==> config.mk <==
export PLATFORM = sky130hd
export DESIGN_NAME = spi_cs_master
export DESIGN_NICKNAME = d
export VERILOG_FILES = /design/src/rtl/spi_cs_pkg.sv /design/src/rtl/spi_half_tick.sv /design/src/rtl/spi_cs_ctrl.sv /design/src/rtl/spi_byte_shift.sv /design/src/rtl/spi_cs_master.sv
export SDC_FILE = /design/constraint.sdc
export NUM_CORES = 1
export LEC_CHECK = 0
export ABC_AREA = 1
export ABC_CLOCK_PERIOD_IN_PS = 1490
export BUFFER_PORTS_ARGS = -buffer_cell sky130_fd_sc_hd__buf_2
export CAP_MARGIN = 25
export CORE_MARGIN = 1
export CORE_UTILIZATION = 49
export DETAILED_ROUTE_END_ITERATION = 16
export GPL_TIMING_DRIVEN = 0
export PLACE_DENSITY = 0.75
export RECOVER_POWER = 25
export SYNTH_ARGS = -nofsm -noshare
export SYNTH_HDL_FRONTEND = slang
export SYNTH_SLANG_ARGS = --single-unit
==> constraint.sdc <==
create_clock -name clk -period 1.49 [get_ports clk]
set_clock_uncertainty 0.1 [all_clocks]
set_input_delay 0.2235 -clock clk [delete_from_list [all_inputs] [get_ports clk]]
set_output_delay 0.2235 -clock clk [all_outputs]
set_load 0.03 [all_outputs]
==> src/rtl/spi_cs_pkg.sv <==
package spi_cs_pkg;
  typedef enum logic [2:0] {
    ST_IDLE,
    ST_LEAD,
    ST_XFER,
    ST_TRAIL,
    ST_GAP
  } spi_state_e;
endpackage

==> src/rtl/spi_half_tick.sv <==
// Half-bit strobe generator: one tick every (div+1) clocks while running.
module spi_half_tick #(
  parameter int DIV_W = 8
) (
  input  logic             clk,
  input  logic             rst_n,
  input  logic             run,
  input  logic [DIV_W-1:0] div,
  output logic             tick
);
  logic [DIV_W-1:0] cnt_q;

  assign tick = run && (cnt_q == div);

  always_ff @(posedge clk or negedge rst_n) begin
    if (!rst_n)
      cnt_q <= '0;
    else if (!run || cnt_q == div)
      cnt_q <= '0;
    else
      cnt_q <= cnt_q + 1'b1;
  end
endmodule

==> src/rtl/spi_cs_ctrl.sv <==
// Framing sequencer: lead, 8 bits, trail, gap; plus sticky forced select.
module spi_cs_ctrl
  import spi_cs_pkg::*;
#(
  parameter int DATA_W     = 8,
  parameter int LEAD_BITS  = 1,
  parameter int TRAIL_BITS = 1,
  parameter int GAP_BITS   = 3
) (
  input  logic       clk,
  input  logic       rst_n,
  input  logic       tick,
  input  logic       start,
  input  logic       force_cs,
  input  logic       release_cs,
  output spi_state_e state,
  output logic       sck_act,
  output logic       lead_evt,
  output logic       trail_evt,
  output logic       done,
  output logic       forced,
  output logic       nss_n
);
  localparam int LEAD_H  = 2 * LEAD_BITS;
  localparam int XFER_H  = 2 * DATA_W;
  localparam int TRAIL_H = 2 * TRAIL_BITS;
  localparam int GAP_H   = 2 * GAP_BITS;
  localparam int MAX_A   = (LEAD_H > TRAIL_H) ? LEAD_H : TRAIL_H;
  localparam int MAX_B   = (XFER_H > GAP_H) ? XFER_H : GAP_H;
  localparam int MAX_H   = (MAX_A > MAX_B) ? MAX_A : MAX_B;
  localparam int PH_W    = $clog2(MAX_H);

  localparam logic [PH_W-1:0] LEAD_LAST  = PH_W'(LEAD_H - 1);
  localparam logic [PH_W-1:0] XFER_LAST  = PH_W'(XFER_H - 1);
  localparam logic [PH_W-1:0] TRAIL_LAST = PH_W'(TRAIL_H - 1);
  localparam logic [PH_W-1:0] GAP_LAST   = PH_W'(GAP_H - 1);

  spi_state_e      state_q;
  logic [PH_W-1:0] ph_q;
  logic            sck_q;
  logic            forced_q;

  assign state   = state_q;
  assign sck_act = sck_q;
  assign forced  = forced_q;

  // Leading edges: end of lead, and each odd-to-even half inside the byte.
  assign lead_evt  = tick && ((state_q == ST_LEAD && ph_q == LEAD_LAST) ||
                              (state_q == ST_XFER && ph_q[0] && ph_q != XFER_LAST));
  assign trail_evt = tick && state_q == ST_XFER && !ph_q[0];
  assign done      = tick && state_q == ST_XFER && ph_q == XFER_LAST;

  assign nss_n = !(forced_q || state_q == ST_LEAD || state_q == ST_XFER ||
                   state_q == ST_TRAIL);

  always_ff @(posedge clk or negedge rst_n) begin
    if (!rst_n)
      forced_q <= 1'b0;
    else if (release_cs)
      forced_q <= 1'b0;
    else if (force_cs)
      forced_q <= 1'b1;
  end

  always_ff @(posedge clk or negedge rst_n) begin
    if (!rst_n) begin
      state_q <= ST_IDLE;
      ph_q    <= '0;
      sck_q   <= 1'b0;
    end else begin
      unique case (state_q)
        ST_IDLE: begin
          if (start) begin
            state_q <= ST_LEAD;
            ph_q    <= '0;
          end
        end
        ST_LEAD: begin
          if (tick) begin
            if (ph_q == LEAD_LAST) begin
              state_q <= ST_XFER;
              ph_q    <= '0;
              sck_q   <= 1'b1;
            end else begin
              ph_q <= ph_q + 1'b1;
            end
          end
        end
        ST_XFER: begin
          if (tick) begin
            if (ph_q == XFER_LAST) begin
              state_q <= ST_TRAIL;
              ph_q    <= '0;
            end else begin
              ph_q  <= ph_q + 1'b1;
              sck_q <= ~sck_q;
            end
          end
        end
        ST_TRAIL: begin
          if (tick) begin
            if (ph_q == TRAIL_LAST) begin
              state_q <= ST_GAP;
              ph_q    <= '0;
            end else begin
              ph_q <= ph_q + 1'b1;
            end
          end
        end
        ST_GAP: begin
          if (tick) begin
            if (ph_q == GAP_LAST) begin
              state_q <= ST_IDLE;
              ph_q    <= '0;
            end else begin
              ph_q <= ph_q + 1'b1;
            end
          end
        end
        default: begin
          state_q <= ST_IDLE;
          ph_q    <= '0;
          sck_q   <= 1'b0;
        end
      endcase
    end
  end
endmodule

==> src/rtl/spi_byte_shift.sv <==
// Shared shift register: MSB out on MOSI, MISO captured on leading edges,
// shifted in on trailing edges.
module spi_byte_shift #(
  parameter int DATA_W = 8
) (
  input  logic              clk,
  input  logic              rst_n,
  input  logic              load,
  input  logic [DATA_W-1:0] load_data,
  input  logic              lead_evt,
  input  logic              trail_evt,
  input  logic              done,
  input  logic              miso,
  output logic              mosi,
  output logic [DATA_W-1:0] rx_data,
  output logic              rx_valid
);
  logic [DATA_W-1:0] sh_q;
  logic              samp_q;

  assign mosi = sh_q[DATA_W-1];

  always_ff @(posedge clk or negedge rst_n) begin
    if (!rst_n) begin
      sh_q     <= '0;
      samp_q   <= 1'b0;
      rx_data  <= '0;
      rx_valid <= 1'b0;
    end else begin
      if (load)
        sh_q <= load_data;
      else if (trail_evt)
        sh_q <= {sh_q[DATA_W-2:0], samp_q};
      if (lead_evt)
        samp_q <= miso;
      rx_valid <= done;
      if (done)
        rx_data <= sh_q;
    end
  end
endmodule

==> src/rtl/spi_cs_master.sv <==
module spi_cs_master
  import spi_cs_pkg::*;
#(
  parameter int DATA_W     = 8,
  parameter int DIV_W      = 8,
  parameter int LEAD_BITS  = 1,
  parameter int TRAIL_BITS = 1,
  parameter int GAP_BITS   = 3
) (
  input  logic              clk,
  input  logic              rst_n,
  input  logic              cpol,
  input  logic [DIV_W-1:0]  div,
  input  logic              tx_valid,
  output logic              tx_ready,
  input  logic [DATA_W-1:0] tx_data,
  input  logic              force_cs,
  input  logic              release_cs,
  output logic              rx_valid,
  output logic [DATA_W-1:0] rx_data,
  output logic              busy,
  output logic              sck,
  output logic              mosi,
  input  logic              miso,
  output logic              nss_n
);
  spi_state_e state;
  logic       tick, accept, sck_act, lead_evt, trail_evt, done, sel_forced;

  assign tx_ready = (state == ST_IDLE);
  assign busy     = !tx_ready;
  assign accept   = tx_valid && tx_ready;
  assign sck      = cpol ^ sck_act;

  spi_half_tick #(.DIV_W(DIV_W)) u_tick (
    .clk  (clk),
    .rst_n(rst_n),
    .run  (busy),
    .div  (div),
    .tick (tick)
  );

  spi_cs_ctrl #(
    .DATA_W    (DATA_W),
    .LEAD_BITS (LEAD_BITS),
    .TRAIL_BITS(TRAIL_BITS),
    .GAP_BITS  (GAP_BITS)
  ) u_ctrl (
    .clk       (clk),
    .rst_n     (rst_n),
    .tick      (tick),
    .start     (accept),
    .force_cs  (force_cs),
    .release_cs(release_cs),
    .state     (state),
    .sck_act   (sck_act),
    .lead_evt  (lead_evt),
    .trail_evt (trail_evt),
    .done      (done),
    .forced    (sel_forced),
    .nss_n     (nss_n)
  );

  spi_byte_shift #(.DATA_W(DATA_W)) u_shift (
    .clk      (clk),
    .rst_n    (rst_n),
    .load     (accept),
    .load_data(tx_data),
    .lead_evt (lead_evt),
    .trail_evt(trail_evt),
    .done     (done),
    .miso     (miso),
    .mosi     (mosi),
    .rx_data  (rx_data),
    .rx_valid (rx_valid)
  );
endmodule

==> reports/results.ini, run 1 <==
[logic_synthesis]
synthXorXnorAreaFrac_pct = 3.59
netlist_top_cells_count = nand2_1 (64), dfrtp_1 (35), inv_1 (33)
ys_top_cells_by_area = dfrtp_1 (45%), nand2_1 (12%), inv_1 (6.3%), nor2_1 (5.2%), o21ai_2 (4.0%)
synth-simple-area-share_pct = 27.6
synth_compound_area_share_pct = 13.1
synth_top_cell_by_area = dfrtp_1
synth_top_family_by_area = simple AND/OR/NAND/NOR gates
avgSynthCellArea_sq_um = 7.93
async_reset_ff_share_pct = 100
synthCells = 246
synth_warnings = 0
ys_seq_elements = 35
synth_most_common_cell = nand2_1
yosysSeqAreaShare_pct = 44.9
synth_fa_ha_area_share_pct = 1.92
synth_ff_type = dfrtp_1
synth_cell_types = 28
syn-num-nets = 272
synthMuxAreaShare_pct = 0.577
synth.cell_area_sq_um = 1950
yosysTopAreaCellShare_pct = 44.9
synth_edf_count = 0

[global_route]
grt_pass1_vias = 2016
grt_overflow = 0
grt_start_max_net_pins = 36
top_usage_layer = met2
grt_pass1_wl_um = 8890
use_met3_pct = 6.77
antenna_found_initial = 0
gr-usage-met1_pct = 32.3
met2_usage_pct = 50.7
grtUsageTotal_pct = 28.4

[pwr]
p_seq_share_pct = 23.7
power-per-cell-area_nw_per_um2 = 1960
p_int_mw = 3.32
p_total_mw = 6.18
ir_worst_vdd_uv = 1460
combinationalPowerShare_pct = 62.1
clockPowerShare_pct = 14.1
power.share.switching_pct = 46.4
leakage_nw = 1.54
p_switching_mw = 2.87

[timing]
tns_ns = -6.26
period_share_pct = 115
worstMarginPinSlew_ns = 0.795
clock.fmax_mhz = 584
setup_viol = 37
hold_viol = 0
period_minus_slack_ns = 1.71
final-max-slew-violation-count = 0
relSlewSlack_pct = 47.0
postLayoutSetupSlackWorst_ns = -0.223
rsz0062_at_grt = true

[floorplanning]
io_pins = 37
start_util_pct = 52.1
die_area_sq_um = 4240
fp-row-count = 22
die_w_um = 65.1
core_sq_um = 3740
die_h_um = 65.1

[placement]
io_buffer_count = 36
gp_congestion = 0.889
dpl.hpwl_um = 2920

[final_layout]
drive_gt1_share_pct = 53.9
area_growth_pct = 61.9
antennaDiodeCount = 0
fin_nets = 359

[cts]
cts-root-buf = clkbuf_8
clk_pin_slew_worst_paths_ns = 0.07
clk_path_buf_depth = 2
h-tree-depth = 2
clkLatencyLatePin_ns = 0.30
cts_tree = yes
cts_buffers = 5
clock_sink_count = 35

[flow_run]
cap_violations = 0

[detailed_routing]
drt-initial-drc-count = 104
ant_nets = 0
post_drt_wl_per_cell_um = 16.9
firstDrtPassIters = 4
vias = 2083
drc = 0
viasPerCell = 5.45
drt-total-wl_um = 6470

[setup_path]
endpoint_kind = output pin
critPathLaunch = u_ctrl.state[0]
criticalPathCategory = reg -> out
start_kind = register
crit_arrival_ns = 1.39
required_ns = 1.17
path_max_fanout = 4
r2r_start = u_ctrl.state[1]

[worst_hold_path]
hold_path_class = in -> reg
min_from = miso

[status]
outcome = finished, violations left
violations = setup timing

metal layers:
metal	up-vias	part of all wire [%]
met5	-	0
met2	89	53
met4	0	3.3
met3	24	5.6
li1	954	-
met1	1016	38
stage by stage:
step,worst slack (ns),util (%),hold WS (ns),cells,cell area [sq um]
2_1_floorplan,-0.0725,-,-0.172,246,1980
3_3_place_gp,-0.258,59.3,0.242,330,2220
6_report,-0.223,84.4,0.0551,382,3160
3_5_place_dp,-0.325,59.3,0.256,330,2220
5_1_grt,-0.317,84.4,0.0761,382,3160
4_1_cts,-0.194,77.7,0.0454,373,2910
final timing paths:
check | end | slack (ns) | cells after the start
max in group asynchronous | u_ctrl.state[2] | 0.30 | 2
min reg2reg | u_shift.rx_data[2] | 0.39 | 2
max | nss_n | -0.22 | 4
min | u_shift.samp_q | 0.06 | 3
max reg2reg | u_ctrl.ph_q[3] | -0.22 | 9
min in group asynchronous | u_ctrl.sck_act | 0.44 | 2
worst max-delay path, stage by stage (launching register included):
cell and delay [ns]:
dfrtp_2 0.48, inv_2 0.12, nor3_4 0.06, nor4_4 0.27, buf_6 0.17
cells in the final DEF, fill, tap and decap left out, drive strengths merged:
cell          n
bufinv        1
mux2          1
nor3b         2
nand2        71
nor2         30
xor2          4
buf          71
o22ai         1
xnor2         4
dlygate4sd3   2
dfrtp        35
nand3        10
o21ai        25
inv          33
a21oi        10
ha            3
nor3          5
nand4         3
a31oi         3
nor4          1
clkbuf       15
clkinv        4
flip-flops by register name (all words and copies together), names as in the netlist:
signal            count
u_shift.rx_data       8
u_shift.sh_q          8
u_tick.cnt_q          8
u_ctrl.ph_q           4
u_ctrl.state          3
u_ctrl.forced         1
u_ctrl.sck_act        1
u_shift.rx_valid      1
u_shift.samp_q        1
power groups by stage:
stage / Sequential, mW / Clock [mW] / Combinational, mW
4_1_cts: 1.42 / 0.876 / 3.01
3_5_place_dp: 1.43 / 0 / 2.04
6_report: 1.47 / 0.874 / 3.84
3_3_place_gp: 1.42 / 0 / 1.98
5_1_grt: 1.49 / 0.927 / 4.07
2_1_floorplan: 1.41 / 0 / 1.60
logic make-up (layout without fill, tap and decap cells):
kind of cell	after synthesis	after routing
simple gates	122	122
fa+ha+maj	3	3
mux	1	1
xor+xnor	8	8
compound gates	39	39
flops	35	35
buf+inv	38	126
final cells by class:
class                           instances  area [sq um]
Sequential cell                        35           880
Fill cell                             214           584
Clock buffer                            5          68.8
Clock inverter                          3          43.8
Tap cell                               48          60.1
Multi-Input combinational cell        173          1310
Timing Repair Buffer                   80           616
Inverter                               35           149
Buffer                                  3          33.8
timing repair:
item / in CTS / in global routing
setup endpoints to repair: 37 / 38
buffers inserted: 31 / 11
hold endpoints to repair: 36 / 0
hold buffers: 2 / 0
resized for setup: 89 / 54
pin swaps: 20 / 24
gates cloned: 2 / 0
Power figures use the tool's default switching activity.
==> run 2: changes to the inputs <==
--- a/config.mk
+++ b/config.mk
@@ -9,12 +9,16 @@
 export ABC_CLOCK_PERIOD_IN_PS = 1490
 export BUFFER_PORTS_ARGS = -buffer_cell sky130_fd_sc_hd__buf_2
 export CAP_MARGIN = 25
+export CELL_PAD_IN_SITES_DETAIL_PLACEMENT = 0
+export CELL_PAD_IN_SITES_GLOBAL_PLACEMENT = 2
 export CORE_MARGIN = 1
-export CORE_UTILIZATION = 49
+export CORE_UTILIZATION = 28
+export CTS_CLUSTER_SIZE = 30
 export DETAILED_ROUTE_END_ITERATION = 16
 export GPL_TIMING_DRIVEN = 0
-export PLACE_DENSITY = 0.75
+export PLACE_DENSITY_LB_ADDON = 0.1
 export RECOVER_POWER = 25
 export SYNTH_ARGS = -nofsm -noshare
 export SYNTH_HDL_FRONTEND = slang
+export SYNTH_HIERARCHICAL = 1
 export SYNTH_SLANG_ARGS = --single-unit
==> run 2 against run 1 <==
  * The run still ends with setup timing left
  * Cell area down 13%
  * Combinational power down 39%
  * Register-to-register slack worse by 0.11 ns
  * Largest cell class unchanged
==> reports/results.ini, run 2 <==
[status]
outcome = finished, violations left  ; unchanged
violations = setup timing  ; unchanged

[final_layout]
fin_nets = 360  ; was 359
multi_input_area_sq_um = 1030  ; was 1310 sq um
drive_gt1_share_pct = 33.4  ; was 53.9%
regArea_sq_um = 882  ; was 880 sq um
final_common_cell = nand2_1  ; unchanged
largestRegisters = u_shift/rx_data (8), u_shift/sh_q (8), u_tick/cnt_q (8)  ; was u_shift.rx_data (8), u_shift.sh_q (8), u_tick.cnt_q (8)
final_cell_mix = nand2_1 (69), nand3_1 (34), inv_1 (30), dfrtp_1 (30), buf_2 (23)  ; was nand2_1 (39), dfrtp_1 (32), buf_4 (25)
antennaDiodeCount = 0  ; unchanged
fillers = 743  ; was 214
fin_area_sq_um = 2750  ; was 3160 sq um
area_growth_pct = 39.1  ; was 61.9%

[logic_synthesis]
synth.cell_area_sq_um = 1980  ; was 1950 sq um
synthCells = 263  ; was 246
async_reset_ff_share_pct = 100  ; unchanged
syn-num-nets = 289  ; was 272
synth_most_common_cell = nand2_1  ; unchanged
yosysTopAreaCellShare_pct = 44.2  ; was 44.9%
synth_ff_type = dfrtp_1  ; unchanged
yosysSeqAreaShare_pct = 44.2  ; was 44.9%
synth_top_cell_by_area = dfrtp_1  ; unchanged
netlist_top_cells_count = nand2_1 (75), inv_1 (38), nand3_1 (37)  ; was nand2_1 (64), dfrtp_1 (35), inv_1 (33)
synth_cell_types = 25  ; was 28
synth_edf_count = 0  ; unchanged
ys_seq_elements = 35  ; unchanged
ys_top_cells_by_area = dfrtp_1 (44%), nand2_1 (14%), nand3_1 (9.4%), inv_1 (7.2%), nor2_1 (4.2%)  ; was dfrtp_1 (45%), nand2_1 (12%), inv_1 (6.3%), nor2_1 (5.2%), o21ai_2 (4.0%)
avgSynthCellArea_sq_um = 7.53  ; was 7.93 sq um
synth_warnings = 6  ; was 0

[detailed_routing]
drt-total-wl_um = 4950  ; was 6470 um
viasPerCell = 4.29  ; was 5.45
drc = 0  ; unchanged
ant_nets = 0  ; unchanged
firstDrtPassIters = 4  ; unchanged
vias = 1850  ; was 2083
post_drt_wl_per_cell_um = 11.5  ; was 16.9 um
drt-initial-drc-count = 58  ; was 104

[floorplanning]
fp-row-count = 30  ; was 22
die_area_sq_um = 7410  ; was 4240 sq um
start_util_pct = 29.1  ; was 52.1%
die_h_um = 86.1  ; was 65.1 um
die_w_um = 86.1  ; was 65.1 um
io_pins = 37  ; unchanged
core_sq_um = 6790  ; was 3740 sq um

[cts]
clk_pin_slew_worst_paths_ns = 0.08  ; was 0.07 ns
cts_buffers = 5  ; unchanged
cts_tree = yes  ; unchanged
clock_sink_count = 35  ; unchanged
cts-root-buf = clkbuf_8  ; unchanged
clk_path_buf_depth = 2  ; unchanged
clkLatencyLatePin_ns = 0.29  ; was 0.30 ns
h-tree-depth = 2  ; unchanged

[placement]
gp_congestion = 0.720  ; was 0.889
io_buffer_count = 36  ; unchanged
postPlaceCellArea_sq_um = 2310  ; was 2220 sq um
dpl.hpwl_um = 3350  ; was 2920 um
preCtsSetupSlack_ns = -0.543  ; was -0.325 ns

[global_route]
antenna_found_initial = 0  ; unchanged
grt_pass1_vias = 1803  ; was 2016
grt_pass1_wl_um = 8420  ; was 8890 um
grtUsageTotal_pct = 14.7  ; was 28.4%
grt_overflow = 0  ; unchanged
grt_start_max_net_pins = 36  ; unchanged

[setup_path]
r2r_start = u_tick/cnt_q[2]  ; was u_ctrl.state[1]
path_max_fanout = 7  ; was 4
start_kind = register  ; unchanged
required_ns = 1.56  ; was 1.17 ns
endpoint_kind = register  ; was output pin
criticalPathCategory = reg -> reg  ; was reg -> out
critPathLaunch = u_tick/cnt_q[2]  ; was u_ctrl.state[0]
crit_arrival_ns = 1.90  ; was 1.39 ns

[timing]
tns_ns = -6.84  ; was -6.26 ns
hold_viol = 0  ; unchanged
worstMarginPinSlew_ns = 0.910  ; was 0.795 ns
setup_viol = 27  ; was 37
final-max-slew-violation-count = 0  ; unchanged
rsz0062_at_grt = true  ; unchanged
period_share_pct = 122  ; was 115%
clock.fmax_mhz = 548  ; was 584 MHz
postLayoutSetupSlackWorst_ns = -0.334  ; was -0.223 ns
period_minus_slack_ns = 1.82  ; was 1.71 ns
hold_ws_ns = 0.0477  ; was 0.0551 ns
relSlewSlack_pct = 39.3  ; was 47.0%

[pwr]
p_int_mw = 2.46  ; was 3.32 mW
clockPowerShare_pct = 15.2  ; was 14.1%
p_switching_mw = 2.05  ; was 2.87 mW
p_total_mw = 4.51  ; was 6.18 mW
power.share.switching_pct = 45.4  ; was 46.4%
power-per-cell-area_nw_per_um2 = 1640  ; was 1960 nW/um^2
leakage_nw = 1.38  ; was 1.54 nW
p_seq_share_pct = 33.1  ; was 23.7%
ir_worst_vdd_uv = 836  ; was 1460 uV
combinationalPowerShare_pct = 51.7  ; was 62.1%

[worst_hold_path]
hold_path_class = in -> reg  ; unchanged
min_from = miso  ; unchanged

[flow_run]
cap_violations = 0  ; unchanged

-- run 2: cell count changes in the layout (fill, tap and decap cells not counted), moves of 8 or more --
cell / change
nand2_1: +30
nand2_4: -8
o21ai_2: -13
nand3_1: +29
nand2_2: -12
buf_4: -8
-- run 2: path summary, 6_finish.rpt --
path,end,slack (ns),cells past startpoint
max,u_shift/rx_data[1],-0.33,9
min,u_shift/samp_q,0.05,3
max reg2reg,u_shift/rx_data[1],-0.33,9
min reg2reg,u_shift/rx_data[5],0.41,2
max in group asynchronous,u_ctrl/ph_q[0],0.16,2
min in group asynchronous,u_shift/sh_q[2],0.50,2
-- run 2: power groups by stage --
stage	Combinational, mW	Clock (mW)	Sequential (mW)
floorplan	1.43	0	1.44
detailed placement	1.86	0	1.50
global placement	1.86	0	1.50
global route	2.64	0.759	1.53
finish	2.33	0.686	1.49
CTS	2.04	0.725	1.49
-- run 2: cell families after synthesis --
family | synth area share, %
fa+ha+maj | 1.90
buf+inv | 9.86
simple gates | 35.3
flops | 44.2
compound gates | 4.74
xor+xnor | 3.98
-- run 2: routing by layer --
metal	routed length, um	up-vias	global-route usage (%)
met2	2330	28	24.3
met3	153	2	3.08
met1	2440	854	19.3
met4	27	0	4.09
li1	-	966	-
met5	0	-	0
-- run 2: cell type report --
| type | instances | area share (%) |
|---|---|---|
| plain buffers | 4 | 1.64 |
| clock buffers | 6 | 2.64 |
| repair buffers | 64 | 15.6 |
| multi-input cells | 183 | 37.6 |
| inverters | 41 | 5.68 |
| flip-flops and latches | 35 | 32.0 |
| well taps | 96 | 4.36 |
| clock inverters | 2 | 0.455 |
-- run 2: critical path, cell delays in order (launching register included) --
cell and delay [ns]:
dfrtp_2 0.44, xnor2_1 0.14, nand2_1 0.07, nor2_1 0.12, nand2_2 0.09, nor2_4 0.11, inv_4 0.07, nor3_4 0.30
buf_4 0.20, o21ai_1 0.07
-- run 2: metrics by stage --
stage	util [%]	std cells
after floorplan	-	263
after global placement	34.0	395
after detailed placement	34.0	395
after CTS	38.9	425
after global routing	40.5	431
final	40.5	431
-- run 2: timing repair --
item                                    4_1_cts  5_1_grt
endpoints found under the hold margin        36        0
endpoints found under the setup margin       29       33
gates cloned                                  3        0
buffers inserted                             17       10
resized for setup                            28       33
pin swaps                                     6        6
hold buffers                                  2        0
